File: src/rtl/opsel_alu_pkg.sv
package opsel_alu_pkg;

  typedef enum logic [3:0] {
    FN_ANDCC  = 4'h0,
    FN_ORCC   = 4'h1,
    FN_NORCC  = 4'h2,
    FN_ADDCC  = 4'h3,
    FN_SRL    = 4'h4,
    FN_AND    = 4'h5,
    FN_OR     = 4'h6,
    FN_NOR    = 4'h7,
    FN_ADD    = 4'h8,
    FN_LSH2   = 4'h9,
    FN_LSH10  = 4'hA,
    FN_IMMZ   = 4'hB,
    FN_IMMS   = 4'hC,
    FN_INC1   = 4'hD,
    FN_INC4   = 4'hE,
    FN_ASR5   = 4'hF
  } alu_fn_e;

  typedef struct packed {
    logic n;
    logic z;
    logic v;
    logic c;
  } alu_flags_t;

  // Flag-setting codes occupy the lowest quarter of the code space.
  function automatic logic fn_sets_flags(input logic [3:0] f);
    return (f[3:2] == 2'b00);
  endfunction

endpackage

File: src/rtl/opsel_shift_unit.sv
module opsel_shift_unit #(
  parameter int W   = 32,
  parameter int SAW = $clog2(W)
) (
  input  logic [W-1:0]   data_i,
  input  logic [SAW-1:0] amt_i,
  input  logic           left_i,
  input  logic           arith_i,
  output logic [W-1:0]   data_o
);

  logic [W-1:0] rev_in;
  logic [W-1:0] rev_out;
  logic [W-1:0] stg [0:SAW];
  logic         fill;

  // Left shifts reuse the right-shifting network by mirroring the word.
  for (genvar i = 0; i < W; i++) begin : g_rev
    assign rev_in[i]  = data_i[W-1-i];
    assign rev_out[i] = stg[SAW][W-1-i];
  end

  assign fill   = arith_i & ~left_i & data_i[W-1];
  assign stg[0] = left_i ? rev_in : data_i;

  for (genvar s = 0; s < SAW; s++) begin : g_stage
    localparam int STEP = 1 << s;
    assign stg[s+1] = amt_i[s] ? {{STEP{fill}}, stg[s][W-1:STEP]} : stg[s];
  end

  assign data_o = left_i ? rev_out : stg[SAW];

endmodule

File: src/rtl/opsel_add_unit.sv
module opsel_add_unit #(
  parameter int W = 32
) (
  input  logic [W-1:0] x_i,
  input  logic [W-1:0] y_i,
  output logic [W-1:0] sum_o,
  output logic         cout_o,
  output logic         ovf_o
);

  logic [W:0] wide;

  always_comb begin
    wide   = {1'b0, x_i} + {1'b0, y_i};
    sum_o  = wide[W-1:0];
    cout_o = wide[W];
    ovf_o  = (x_i[W-1] == y_i[W-1]) && (wide[W-1] != x_i[W-1]);
  end

endmodule

File: src/rtl/opsel_flag_reg.sv
module opsel_flag_reg
  import opsel_alu_pkg::*;
(
  input  logic       clk,
  input  logic       rst_n,
  input  logic       en_i,
  input  alu_flags_t d_i,
  output alu_flags_t q_o
);

  logic       rst_meta;
  logic       rst_sync;
  alu_flags_t flags_q;
  alu_flags_t flags_d;

  // Reset asserts at once and deasserts two edges later.
  always_ff @(posedge clk or negedge rst_n) begin
    if (!rst_n) begin
      rst_meta <= 1'b0;
      rst_sync <= 1'b0;
    end else begin
      rst_meta <= 1'b1;
      rst_sync <= rst_meta;
    end
  end

  always_comb begin
    flags_d = flags_q;
    if (en_i) flags_d = d_i;
  end

  always_ff @(posedge clk or negedge rst_sync) begin
    if (!rst_sync) flags_q <= '0;
    else           flags_q <= flags_d;
  end

  assign q_o = flags_q;

endmodule

File: src/rtl/opsel_alu.sv
module opsel_alu
  import opsel_alu_pkg::*;
#(
  parameter int W     = 32,
  parameter int IMM_W = 13
) (
  input  logic         clk,
  input  logic         rst_n,
  input  logic [W-1:0] a_i,
  input  logic [W-1:0] b_i,
  input  logic [3:0]   fn_i,
  input  logic         scc_i,
  output logic [W-1:0] res_o,
  output logic         flag_n_o,
  output logic         flag_z_o,
  output logic         flag_v_o,
  output logic         flag_c_o
);

  localparam int SAW = $clog2(W);
  localparam logic [SAW-1:0] AMT_L2  = SAW'(2);
  localparam logic [SAW-1:0] AMT_L10 = SAW'(10);
  localparam logic [SAW-1:0] AMT_R5  = SAW'(5);
  localparam logic [W-1:0]   ONE     = W'(1);
  localparam logic [W-1:0]   FOUR    = W'(4);

  alu_fn_e        fn;
  logic [SAW-1:0] sh_amt;
  logic           sh_left;
  logic           sh_arith;
  logic [W-1:0]   sh_out;
  logic [W-1:0]   add_y;
  logic [W-1:0]   add_sum;
  logic           add_cout;
  logic           add_ovf;
  alu_flags_t     flags_new;
  alu_flags_t     flags_cur;

  assign fn = alu_fn_e'(fn_i);

  // Shifter control: direction, fill and amount by function.
  always_comb begin
    sh_amt   = b_i[SAW-1:0];
    sh_left  = 1'b0;
    sh_arith = 1'b0;
    unique case (fn)
      FN_LSH2:  begin sh_amt = AMT_L2;  sh_left = 1'b1; end
      FN_LSH10: begin sh_amt = AMT_L10; sh_left = 1'b1; end
      FN_ASR5:  begin sh_amt = AMT_R5;  sh_arith = 1'b1; end
      default:  ;
    endcase
  end

  opsel_shift_unit #(.W(W), .SAW(SAW)) u_shift (
    .data_i  (a_i),
    .amt_i   (sh_amt),
    .left_i  (sh_left),
    .arith_i (sh_arith),
    .data_o  (sh_out)
  );

  // Adder second operand.
  always_comb begin
    unique case (fn)
      FN_INC1: add_y = ONE;
      FN_INC4: add_y = FOUR;
      default: add_y = b_i;
    endcase
  end

  opsel_add_unit #(.W(W)) u_add (
    .x_i    (a_i),
    .y_i    (add_y),
    .sum_o  (add_sum),
    .cout_o (add_cout),
    .ovf_o  (add_ovf)
  );

  // Result selection.
  always_comb begin
    unique case (fn)
      FN_ANDCC, FN_AND: res_o = a_i & b_i;
      FN_ORCC,  FN_OR:  res_o = a_i | b_i;
      FN_NORCC, FN_NOR: res_o = ~(a_i | b_i);
      FN_ADDCC, FN_ADD,
      FN_INC1,  FN_INC4: res_o = add_sum;
      FN_IMMZ:  res_o = {{(W-IMM_W){1'b0}}, a_i[IMM_W-1:0]};
      FN_IMMS:  res_o = {{(W-IMM_W){a_i[IMM_W-1]}}, a_i[IMM_W-1:0]};
      default:  res_o = sh_out;
    endcase
  end

  always_comb begin
    flags_new.n = res_o[W-1];
    flags_new.z = ~|res_o;
    flags_new.v = (fn == FN_ADDCC) & add_ovf;
    flags_new.c = (fn == FN_ADDCC) & add_cout;
  end

  opsel_flag_reg u_flags (
    .clk   (clk),
    .rst_n (rst_n),
    .en_i  (scc_i & fn_sets_flags(fn_i)),
    .d_i   (flags_new),
    .q_o   (flags_cur)
  );

  assign flag_n_o = flags_cur.n;
  assign flag_z_o = flags_cur.z;
  assign flag_v_o = flags_cur.v;
  assign flag_c_o = flags_cur.c;

endmodule

File: config.mk
export PLATFORM = sky130hd
export DESIGN_NAME = opsel_alu
export DESIGN_NICKNAME = d
export VERILOG_FILES = /design/src/rtl/opsel_alu_pkg.sv /design/src/rtl/opsel_shift_unit.sv /design/src/rtl/opsel_add_unit.sv /design/src/rtl/opsel_flag_reg.sv /design/src/rtl/opsel_alu.sv
export SDC_FILE = /design/constraint.sdc
export NUM_CORES = 1
export LEC_CHECK = 0
export BUFFER_PORTS_ARGS = -buffer_cell sky130_fd_sc_hd__clkbuf_2
export CORE_MARGIN = 10
export CORE_UTILIZATION = 40
export CTS_CLUSTER_DIAMETER = 150
export DETAILED_ROUTE_END_ITERATION = 12
export GPL_TIMING_DRIVEN = 0
export PLACE_DENSITY = 0.57
export RECOVER_POWER = 50
export SLEW_MARGIN = 10
export SYNTH_ARGS = -nofsm -noshare
export SYNTH_HDL_FRONTEND = slang
export SYNTH_HIERARCHICAL = 1
export SYNTH_SLANG_ARGS = --single-unit
File: constraint.sdc
create_clock -name clk -period 8.77 [get_ports clk]
set_clock_uncertainty 0.15 [all_clocks]
set_input_delay 1.754 -clock clk [delete_from_list [all_inputs] [get_ports clk]]
set_output_delay 1.754 -clock clk [all_outputs]
set_load 0.005 [all_outputs]
==> flow_metrics.tcl <==
set metrics [dict create \
    synth_nets 1334 \
    yosys.area_share.adder_pct 5.36 \
    synth_mux_area_share_pct 21.8 \
    maxSlewViolCount 0 \
    crit_type "primary input to output port" \
    synthDistinctLibCells 91 \
    met1_usage_pct 40.7 \
    worst_pin_slew_ns 1.37 \
    finalSetupViolations 1 \
    end_kind "output port" \
    grt_pass1_wl_mm 71.6 \
    grt_overflow 0 \
    synth-edff-count 0 \
    met3_usage_pct 5.56 \
    power_mw 1.02 \
    grt_usage_pct 32.5 \
    cts_max_level 1 \
    async_flop_share_pct 100 \
    synth_area_sq_um 8780 \
    synth_top_family_by_area "compound AO/OA/AOI/OAI gates" \
    avgSynthCellArea_sq_um 7.13 \
    dp_hpwl_mm 38.5 \
    core_sq_um 21700 \
    syn2layout_area_growth_pct 12.1 \
    min_path_cells 0 \
    grt_pass1_vias 10906 \
    crit_fanout 10 \
    die_x_um 168 \
    placed_cell_area_sq_um 9650 \
    finalWorstSetupSlack_ns -0.0407 \
    ant_nets 0 \
    drt_pass1_iterations 7 \
    boundaryPins 107 \
    final_util_pct 45.4 \
    clkLatencyLatePin_ns 0.22 \
    met2_usage_pct 51.1 \
    leakage_nw 3.95 \
    failed_checks "negative setup slack" \
    ctsRootBufferMaster "clkbuf_16" \
    max-slew-margin-rel_pct 8.22 \
    crit_slowest_cell "a2111oi_1" \
    crit_top_cell "clkbuf_4" \
    rows 54 \
    fin_nets 1445 \
    viasPerCell 7.24 \
    cts_tree "built" \
    cap_violations 0 \
    tns_ns -0.0407 \
    crit_arrival_ns 6.91 \
    totalWireLength_mm 49.4 \
    wl_per_cell_um 30.5 \
    yosys_warnings 6 \
    start_util_pct 40.5 \
    numCtsBuffers 3 \
    layout_min_cycle_time_ns 8.81 \
    status "finished, violations left" \
    synthFlopType "dfrtp_1" \
    clock_path_buffers 2 \
    synth_compound_area_share_pct 33.9 \
    required_ns 6.87 \
    ys_seq_elements 6 \
    cpPeakStageDelay_ns 0.58 \
    drt_drc_violations_left 0 \
    die_h_um 168 \
    grt_max_degree 18 \
    synth-simple-area-share_pct 26.6 \
    cts.sinks 6 \
    vias 11733 \
    whs_ns 0.197 \
    r2r_cells 1 \
    path_cells "clkbuf_2, buf_4, clkbuf_4, clkbuf_4, nand2_1, nor2_2, clkbuf_4, nor2b_1, ha_1, a211oi_2, nor3_2, o211ai_1, buf_4, a31oi_2, a21oi_1, o21bai_1, xor2_2, mux2i_1, a2111oi_1, nor3_1, a21oi_1, o22a_1, clkbuf_2" \
    crit_path_start_kind "primary input" \
    synth-seq-area-share_pct 1.71 \
    grt.busiest_layer "met2" \
    p_per_area_nw_per_um2 103 \
    min_period_over_period_pct 100 \
    io_buffers 104 \
    peakVddDrop_v 0.0000560 \
    drtIter0Drc 1765 \
    synth_xor_xnor_area_share_pct 3.39 \
    fin_area_sq_um 9840 \
    hold_class "flop to flop" \
    synth_cells 1230 \
    drive_gt1_share_pct 23.5 \
    gp_congestion 1.04 \
    path_clk_slew_ns 0.03 \
    grt_antenna_before_repair 1 \
    die_area_sq_um 28300 \
    fmax_mhz 113 \
    hold_viol_final 0 \
]
[layer usage]
metal	wire length, um	part of all wire, %	vias to the layer above
met2	21400	43	962
met3	5460	11	242
met5	0	0	-
met4	3890	7.9	0
li1	-	-	4993
met1	18600	38	5536
[repair_timing]
item | 4_1_cts | 5_1_grt
resized for setup | 15 | 23
setup endpoints to repair | 26 | 8
hold endpoints to repair | 4 | 0
pin swaps | 2 | 0
buffers inserted | 3 | 0
hold buffers | 1 | 0
[cell usage in the layout (no fill, tap or decap), types with 22 or more instances in the layout]
cell type,count
o21ai_0,47
nor2_1,116
clkbuf_2,108
mux4_2,34
a21oi_1,81
mux2i_1,48
a21o_1,22
clkbuf_1,49
a31oi_1,32
o211ai_1,22
nor2b_1,49
a221o_1,25
mux2_2,57
nand3_1,34
buf_2,28
ha_1,32
nand2_1,114
[per-stage QoR]
stage / setup WS (ns) / instances
2_1_floorplan: 1.20 / 1230
4_1_cts: 0.00592 / 1621
3_3_place_gp: -1.36 / 1614
6_report: -0.0407 / 1620
5_1_grt: -0.00125 / 1619
3_5_place_dp: -1.33 / 1614
[worst paths after layout]
kind	start	end	slack, ns
worst max-delay path	fn_i[3]	res_o[27]	-0.04
worst min-delay path	u_flags/rst_meta$_DFF_PN0_	u_flags/rst_sync$_DFF_PN0_	0.20
worst max register to register	u_flags/rst_sync$_DFF_PN0_	u_flags/q_o[2]$_DFFE_PN0P_	7.85
worst min register to register	u_flags/rst_meta$_DFF_PN0_	u_flags/rst_sync$_DFF_PN0_	0.20
max in group asynchronous	rst_n	u_flags/rst_sync$_DFF_PN0_	7.18
min in group asynchronous	u_flags/rst_sync$_DFF_PN0_	u_flags/q_o[3]$_DFFE_PN0P_	0.45
[where the power goes]
group | switching [mW] | internal, mW
sequential | 0.000911 | 0.0300
combinational | 0.584 | 0.330
clock | 0.0141 | 0.0584
total | 0.599 | 0.419
[Yosys cell counts, types with 8 or more instances]
cell | instances | area share, %
nor4_1 | 12 | 0.86
nor2_1 | 117 | 5.0
mux2_2 | 57 | 7.3
inv_1 | 18 | 0.77
a31oi_1 | 33 | 2.4
a21oi_1 | 81 | 4.6
o22ai_1 | 18 | 1.3
nand4_1 | 20 | 1.4
nand2b_1 | 16 | 1.1
mux4_2 | 34 | 8.7
a211oi_1 | 13 | 1.1
nand3b_1 | 8 | 0.68
a31o_2 | 10 | 1.0
a221oi_1 | 13 | 1.3
xor2_1 | 13 | 1.3
ha_1 | 32 | 4.6
o21ai_0 | 48 | 2.7
clkbuf_1 | 55 | 2.4
o21a_1 | 9 | 0.77
a211o_1 | 11 | 1.1
xnor2_1 | 21 | 2.1
nor2b_1 | 49 | 3.5
nor3_1 | 16 | 0.91
mux2i_1 | 48 | 5.5
nand3_1 | 34 | 1.9
buf_2 | 32 | 1.8
o221ai_1 | 9 | 0.90
o21bai_1 | 10 | 0.86
a21o_1 | 22 | 1.9
buf_1 | 12 | 0.51
or2_2 | 20 | 1.4
nand2_1 | 114 | 4.9
a221o_1 | 25 | 2.9
and3_1 | 13 | 0.93
a22oi_1 | 12 | 1.0
o211ai_1 | 22 | 1.9
[state kept, by name, indices dropped and copies added (netlist names)]
register          cells
u_flags/q_o           4
u_flags/rst_meta      1
u_flags/rst_sync      1
[area by class of cell]
class | instances | area (sq um)
antenna | 1 | 2.50
buffer | 111 | 581
clock buffer | 3 | 75.1
fill | 2280 | 11900
inverter | 21 | 82.6
multi-input combinational | 1090 | 8050
sequential | 6 | 150
tap | 280 | 350
timing repair buffer | 108 | 547
[worst max-delay path: cells and delay by family]
family                   cells  cell delay [ns]
AO/OA/AOI/OAI                8             1.82
buffers and inverters        7             1.65
AND/OR/NAND/NOR              5             0.94
adder cells (fa/ha/maj)      1             0.32
XOR/XNOR                     1             0.29
multiplexers                 1             0.12
[logic make-up after synthesis]
logic type	count (synthesis)
DFF	6
muxes	141
other	1
buffers and inverters	134
AOI/OAI and AO/OA	415
adders and majority gates	38
xor gates and xnor gates	34
and+or+nand+nor	461
Power figures use the tool's default switching activity.
